**src/rtl/tmr_pkg.sv**
```systemverilog
package tmr_pkg;
  typedef enum logic [1:0] {
    ACC_LATCH = 2'b00,
    ACC_HI    = 2'b01,
    ACC_LO    = 2'b10,
    ACC_PAIR  = 2'b11
  } acc_e;

  localparam logic [1:0] CTL_ADDR = 2'b11;
  localparam int MODE_W = 3;
endpackage

```
**src/rtl/tmr_bus_decode.sv**
```systemverilog
module tmr_bus_decode #(
  parameter int NUM_CH = 3
) (
  input  logic              clk,
  input  logic              rst,
  input  logic              cs_n,
  input  logic              rd_n,
  input  logic              wr_n,
  input  logic [1:0]        addr,
  input  logic [1:0]        ctl_sel,
  output logic [NUM_CH-1:0] ctl_we,
  output logic [NUM_CH-1:0] cnt_we,
  output logic [NUM_CH-1:0] cnt_re
);
  import tmr_pkg::*;

  logic wr_act, rd_act;

  always_comb begin
    wr_act = !cs_n && !wr_n && rd_n;
    rd_act = !cs_n && !rd_n && wr_n;
    for (int i = 0; i < NUM_CH; i++) begin
      cnt_we[i] = wr_act && (addr == 2'(i));
      cnt_re[i] = rd_act && (addr == 2'(i));
      ctl_we[i] = wr_act && (addr == CTL_ADDR) && (ctl_sel == 2'(i));
    end
  end

  // a deselected bus reaches nothing
  a_r1_deselect_idle: assert property (@(posedge clk) disable iff (rst)
    cs_n |-> (ctl_we == '0 && cnt_we == '0 && cnt_re == '0));

  // the control-word port never takes a read
  a_r2_no_ctl_read: assert property (@(posedge clk) disable iff (rst)
    (addr == CTL_ADDR) |-> (cnt_re == '0));
endmodule

```
**src/rtl/tmr_chan_regs.sv**
```systemverilog
module tmr_chan_regs #(
  parameter int BYTE_W = 8,
  localparam int CNT_W = 2 * BYTE_W
) (
  input  logic                      clk,
  input  logic                      rst,
  input  logic                      ctl_we,
  input  logic                      cnt_we,
  input  logic                      cnt_re,
  input  logic [BYTE_W-1:0]         wdata,
  input  logic [CNT_W-1:0]          live,
  output logic [tmr_pkg::MODE_W-1:0] mode,
  output logic                      bcd,
  output logic [CNT_W-1:0]          load_val,
  output logic                      load_pulse,
  output logic                      first_pulse,
  output logic                      latch_req,
  output logic [BYTE_W-1:0]         rd_byte
);
  import tmr_pkg::*;

  acc_e             acc;
  logic             wptr, rptr, held;
  logic [CNT_W-1:0] hold;
  logic [CNT_W-1:0] src;
  logic             is_latch;

  assign is_latch = (wdata[5:4] == 2'b00);

  always_comb begin
    src = held ? hold : live;
    case (acc)
      ACC_HI:   rd_byte = src[CNT_W-1:BYTE_W];
      ACC_PAIR: rd_byte = rptr ? src[CNT_W-1:BYTE_W] : src[BYTE_W-1:0];
      default:  rd_byte = src[BYTE_W-1:0];
    endcase
  end

  always_ff @(posedge clk) begin
    if (rst) begin
      acc <= ACC_LATCH;  mode <= '0;  bcd <= 1'b0;
      load_val <= '0;    hold <= '0;
      wptr <= 1'b0;      rptr <= 1'b0;  held <= 1'b0;
      load_pulse <= 1'b0; first_pulse <= 1'b0; latch_req <= 1'b0;
    end else begin
      load_pulse  <= 1'b0;
      first_pulse <= 1'b0;
      latch_req   <= 1'b0;
      if (ctl_we) begin
        if (is_latch) begin
          if (!held) begin
            hold      <= live;
            held      <= 1'b1;
            latch_req <= 1'b1;
          end
        end else begin
          acc  <= acc_e'(wdata[5:4]);
          mode <= wdata[3:1];
          bcd  <= wdata[0];
          wptr <= 1'b0;
          rptr <= 1'b0;
          held <= 1'b0;
        end
      end else if (cnt_we) begin
        case (acc)
          ACC_HI: begin
            load_val   <= {wdata, {BYTE_W{1'b0}}};
            load_pulse <= 1'b1;
          end
          ACC_LO: begin
            load_val   <= {{BYTE_W{1'b0}}, wdata};
            load_pulse <= 1'b1;
          end
          ACC_PAIR: begin
            if (wptr) begin
              load_val[CNT_W-1:BYTE_W] <= wdata;
              load_pulse <= 1'b1;
            end else begin
              load_val[BYTE_W-1:0] <= wdata;
              first_pulse <= 1'b1;
            end
            wptr <= !wptr;
          end
          default: ;
        endcase
      end else if (cnt_re) begin
        case (acc)
          ACC_HI, ACC_LO: held <= 1'b0;
          ACC_PAIR: begin
            if (rptr) held <= 1'b0;
            rptr <= !rptr;
          end
          default: ;
        endcase
      end
    end
  end

  // a latch command leaves the channel settings untouched
  a_r8_latch_keeps_mode: assert property (@(posedge clk) disable iff (rst)
    (ctl_we && is_latch) |=> ($stable(mode) && $stable(bcd)));

  // a completed load always follows a count write
  a_r5_load_after_write: assert property (@(posedge clk) disable iff (rst)
    load_pulse |-> $past(cnt_we));

  // the first-byte strobe follows a count write and never joins a load strobe
  a_r7_first_after_write: assert property (@(posedge clk) disable iff (rst)
    first_pulse |-> ($past(cnt_we) && !load_pulse));

  // a pending held value does not move
  a_r9_hold_frozen: assert property (@(posedge clk) disable iff (rst)
    (held && $past(held)) |-> $stable(hold));
endmodule

```
**src/rtl/tmr_read_mux.sv**
```systemverilog
module tmr_read_mux #(
  parameter int NUM_CH = 3,
  parameter int BYTE_W = 8
) (
  input  logic                     clk,
  input  logic                     rst,
  input  logic [NUM_CH-1:0]        cnt_re,
  input  logic [NUM_CH*BYTE_W-1:0] rd_bytes,
  output logic [BYTE_W-1:0]        rdata,
  output logic                     rdata_oe
);
  logic [BYTE_W-1:0] pick;

  always_comb begin
    pick = '0;
    for (int i = 0; i < NUM_CH; i++)
      if (cnt_re[i]) pick = rd_bytes[i*BYTE_W +: BYTE_W];
  end

  always_ff @(posedge clk) begin
    if (rst) begin
      rdata    <= '0;
      rdata_oe <= 1'b0;
    end else begin
      rdata_oe <= |cnt_re;
      if (|cnt_re) rdata <= pick;
    end
  end

  // the data enable lasts one cycle and follows a counter read
  a_r11_oe_after_read: assert property (@(posedge clk) disable iff (rst)
    rdata_oe |-> $past(|cnt_re));

  // at most one channel is read at a time
  a_r1_single_read: assert property (@(posedge clk) disable iff (rst)
    $onehot0(cnt_re));
endmodule

```
**src/rtl/timer_bus_ctrl.sv**
```systemverilog
module timer_bus_ctrl #(
  parameter int NUM_CH = 3,
  parameter int BYTE_W = 8,
  localparam int CNT_W = 2 * BYTE_W,
  localparam int MW    = tmr_pkg::MODE_W
) (
  input  logic                    clk,
  input  logic                    rst,
  input  logic                    cs_n,
  input  logic                    rd_n,
  input  logic                    wr_n,
  input  logic [1:0]              addr,
  input  logic [BYTE_W-1:0]       wdata,
  input  logic [NUM_CH*CNT_W-1:0] live_cnt,
  output logic [BYTE_W-1:0]       rdata,
  output logic                    rdata_oe,
  output logic [NUM_CH*MW-1:0]    mode_o,
  output logic [NUM_CH-1:0]       bcd_o,
  output logic [NUM_CH*CNT_W-1:0] load_val_o,
  output logic [NUM_CH-1:0]       load_pulse_o,
  output logic [NUM_CH-1:0]       first_pulse_o,
  output logic [NUM_CH-1:0]       latch_req_o
);
  logic [NUM_CH-1:0]        ctl_we, cnt_we, cnt_re;
  logic [NUM_CH*BYTE_W-1:0] rd_bytes;

  tmr_bus_decode #(.NUM_CH(NUM_CH)) u_dec (
    .clk(clk), .rst(rst), .cs_n(cs_n), .rd_n(rd_n), .wr_n(wr_n),
    .addr(addr), .ctl_sel(wdata[BYTE_W-1:BYTE_W-2]),
    .ctl_we(ctl_we), .cnt_we(cnt_we), .cnt_re(cnt_re)
  );

  for (genvar g = 0; g < NUM_CH; g++) begin : g_ch
    tmr_chan_regs #(.BYTE_W(BYTE_W)) u_ch (
      .clk(clk), .rst(rst),
      .ctl_we(ctl_we[g]), .cnt_we(cnt_we[g]), .cnt_re(cnt_re[g]),
      .wdata(wdata), .live(live_cnt[g*CNT_W +: CNT_W]),
      .mode(mode_o[g*MW +: MW]), .bcd(bcd_o[g]),
      .load_val(load_val_o[g*CNT_W +: CNT_W]),
      .load_pulse(load_pulse_o[g]), .first_pulse(first_pulse_o[g]),
      .latch_req(latch_req_o[g]), .rd_byte(rd_bytes[g*BYTE_W +: BYTE_W])
    );
  end

  tmr_read_mux #(.NUM_CH(NUM_CH), .BYTE_W(BYTE_W)) u_rmux (
    .clk(clk), .rst(rst), .cnt_re(cnt_re), .rd_bytes(rd_bytes),
    .rdata(rdata), .rdata_oe(rdata_oe)
  );

  // the latch strobe and the load strobe of a channel never coincide
  a_r11_pulse_exclusive: assert property (@(posedge clk) disable iff (rst)
    (latch_req_o & (load_pulse_o | first_pulse_o)) == '0);
endmodule

```
**config.mk**
```make
export PLATFORM = sky130hd
export DESIGN_NAME = timer_bus_ctrl
export DESIGN_NICKNAME = d
export VERILOG_FILES = /design/src/rtl/tmr_pkg.sv /design/src/rtl/tmr_bus_decode.sv /design/src/rtl/tmr_chan_regs.sv /design/src/rtl/tmr_read_mux.sv /design/src/rtl/timer_bus_ctrl.sv
export SDC_FILE = /design/constraint.sdc
export NUM_CORES = 1
export LEC_CHECK = 0
export ABC_AREA = 1
export CORE_ASPECT_RATIO = 0.6
export CORE_UTILIZATION = 53
export DETAILED_ROUTE_END_ITERATION = 6
export HOLD_SLACK_MARGIN = 0.12
export PLACE_DENSITY = 0.89
export SYNTH_ARGS = -nofsm -noshare
export SYNTH_HDL_FRONTEND = slang
export SYNTH_HIERARCHICAL = 1
export SYNTH_SLANG_ARGS = --single-unit
```
**constraint.sdc**
```tcl
create_clock -name clk -period 1.82 [get_ports clk]
set_input_delay 0.182 -clock clk [delete_from_list [all_inputs] [get_ports clk]]
set_output_delay 0.182 -clock clk [all_outputs]
set_load 0.03 [all_outputs]
```
==> flow_summary.toml <==
[setup_path]
cp_max_fo = 6
path_buf_inv = 2
rr_worst_depth = 10
cp.arrival_ps = 2060
cpLargestDelayFamily = "compound AO/OA/AOI/OAI gates"
cp_num_cells = 10
max_stage_delay_ps = 400
critPathKind = "reg2reg"
rrSetupSlack_ps = 100
worstPathCellList = "inv_1, ha_1, a21oi_4, buf_4, o21ai_0, o21ai_0, a21oi_1, nand2_1, nand2_1, a21oi_1"
critPathCaptureType = "flop"
r2r-end = "u_rmux/rdata[6]$_SDFFE_PP0P_"
r2r_start = "g_ch[1].u_ch/acc[1]$_SDFFE_PP0P_"
cp.required_ps = 2160
cp-start-kind = "flop"
cp_slowest_cell = "dfxtp_2"

[sta]
setup_viol = 0
finalCritPeriodShare_pct = 94.5
slew_headroom_pct = 57.3
slew_viol_final = 0
fmax_mhz = 581
tns_ps = 0
worst_slew_pin_slew_ps = 638
timing.hold.ws_ps = 473
fin_crit_ps = 1720
hold_viol = 0
finalWorstSetupSlack_ps = 100
fin_worst_skew_ps = 16.6

[detailed_routing]
finalWirelength_um = 21400
dr_wl_met2_um = 9240
top_layer_used = "met4"
drc_errors = 0
wl_met3_um = 1930
viasPerCell = 5.16
met1_length_um = 9880
drt-initial-drc-count = 600
ant_nets = 0
post_drt_wl_per_cell_um = 14.3
dr_total_vias = 7706
drtPass1Iterations = 5

[synthesis]
syn_nets = 1219
ys_ff_latch = 141
synth_cell_types = 28
syn_area_um2 = 7350
seq_area_frac_synth_pct = 38.4
synthCells = 1144
synth_area_leaders = "dfxtp_1, nor2_1, nand2_1"
yosysWarnings = 6
postSynthAreaPerCell_um2 = 6.43
synth.largest_area_cell = "dfxtp_1"
synth_top_area_share_pct = 38.4

[clock_network]
cts_buffer_depth = 2
tritoncts = "done"
numCtsBuffers = 17
cts_root_buf = "clkbuf_16"
cts_htree_levels = 4
holdBufCountCts = 0
cts_sinks = 141
clk_latency_ps = 420
clk_pin_slew_worst_paths_ps = 60

[flow_run]
drv_cap = 0

[worst_hold_path]
hold-path-endpoint = "u_rmux/rdata[4]$_SDFFE_PP0P_"
hold_path_depth = 2
hp-class = "reg2reg"
hold_start = "u_rmux/rdata[4]$_SDFFE_PP0P_"

[die]
core_area_um2 = 13200
dieArea_um2 = 14400
die_w_um = 154
die_y_um = 93.2
io_pins = 141
start_util_pct = 55.8
std_cell_rows = 32

[final_layout]
ff_latch_area_um2 = 2830
diodes = 0
final_common_cell = "nor2_1"
multi_input_area_um2 = 3740
fillCellCount = 1008
area.growth.synth_to_final_pct = 33.5
final_cell_mix = "nor2_1, nand2_1, clkdlybuf4s50_1, dfxtp_1, o21ai_0"
final_layout_size_suffix_gt1_share_pct = 10.9
finalNonFillerCells = 1494
final_nets = 1386

[power_and_ir_drop]
pwr-share-clk_pct = 50.4
leakage_nw = 4.36
comb_power_share_pct = 7.3
power.switching_mw = 1.70
seqPwrFrac_pct = 42.3
internal_power_mw = 5.62
swShare_pct = 23.3
powerDensity_nw_per_um2 = 746
irDropWorstVdd_v = 0.000629

[placed_design]
dp_hpwl_um = 14900
dpl.cell_count = 1457
pre_cts_ws_ps = -93.5
place_congestion = 0.894
io_buffers = 140

[global_route]
grt_overflow = 0
grt_usage_pct = 29.9
grt_pass1_vias = 7099
grt_pass1_wl_um = 34000
antenna_found_initial = 0
grt_max_degree = 33

[outcome]
status = "finished clean"
## kinds of logic (layout without fill, tap and decap cells)
group,after synthesis,after routing,synth area share [%]
buffers and inverters,174,353,11.3
DFF,141,141,38.4
and+or+nand+nor,643,643,35.2
adders and majority gates,12,12,2.04
AOI/OAI and AO/OA,174,175,13.1
## layout make-up
cell class | instances | area share (%)
tap | 170 | 2.17
timing repair buffer | 197 | 19.8
clock inverter | 12 | 1.62
multi-input combinational | 830 | 38.1
sequential | 141 | 28.8
clock buffer | 20 | 4.75
inverter | 124 | 4.80
## Yosys cell counts, drive strengths merged
cell and count:
clkbuf 9, o21bai 18, nand3 27, nand2 297, dfxtp 141, buf 41, a21oi 36, o21ai 120
inv 121, ha 12, nand4 3, nor2 309, clkinv 3, nor3 7
## worst reg2reg max path: stages, from the launching register on
cell     delay, ps
dfxtp_2        400
inv_1           90
ha_1           210
a21oi_4        190
buf_4          170
o21ai_0         70
o21ai_0        150
a21oi_1        120
nand2_1         70
nand2_1         60
a21oi_1        130
## flip-flops by register name (all words and copies together), names as in the netlist
name and flops:
g_ch.u_ch/bcd 3, g_ch.u_ch/hold 48, g_ch.u_ch/acc 6, u_rmux/rdata 8, g_ch.u_ch/wptr 3, g_ch.u_ch/first_pulse 3, g_ch.u_ch/mode 9, g_ch.u_ch/latch_req 3
g_ch.u_ch/load_val 48, g_ch.u_ch/load_pulse 3, u_rmux/rdata_oe 1, g_ch.u_ch/held 3, g_ch.u_ch/rptr 3
## how the worst max path moves through the flow
| stage | slack (ps) | startpoint | endpoint |
|---|---|---|---|
| floorplan | 330 | g_ch[2].u_ch/acc[0]$_SDFFE_PP0P_ | u_rmux/rdata[5]$_SDFFE_PP0P_ |
| global placement | 10 | cs_n | g_ch[1].u_ch/load_val[3]$_SDFFE_PP0P_ |
| detailed placement | -90 | wdata[6] | g_ch[0].u_ch/load_val[2]$_SDFFE_PP0P_ |
| CTS | 40 | g_ch[2].u_ch/acc[0]$_SDFFE_PP0P_ | u_rmux/rdata[2]$_SDFFE_PP0P_ |
| global route | -20 | g_ch[1].u_ch/acc[1]$_SDFFE_PP0P_ | u_rmux/rdata[6]$_SDFFE_PP0P_ |
| finish | 100 | g_ch[1].u_ch/acc[1]$_SDFFE_PP0P_ | u_rmux/rdata[6]$_SDFFE_PP0P_ |
## power groups by stage
stage                     Combinational (mW)  Clock [mW]  Sequential (mW)
after floorplan                        0.230           0             3.17
after global placement                 0.506           0             3.17
after detailed placement               0.515           0             3.17
after CTS                              0.521        3.70             3.10
after global routing                   0.576        3.86             3.10
final                                  0.533        3.69             3.10
## metal layers
metal	vias up	global-route usage [%]
li1	3858	-
met1	3477	40.5
met2	341	47.5
met3	30	6.35
met4	0	9.92
met5	-	0
## metrics by stage
stage,util [%],power (mW),instance area (um2)
4_1_cts,74.0,7.32,9740
3_5_place_dp,69.2,3.68,9120
2_1_floorplan,-,3.40,7350
3_3_place_gp,69.2,3.67,9120
6_report,74.5,7.32,9820
5_1_grt,74.5,7.53,9820
## repair_timing
item,in CTS,in global routing
setup endpoints to repair,0,8
buffers inserted,0,4
gates resized for setup,0,10
No activity file was read; power rests on OpenSTA's default activity.
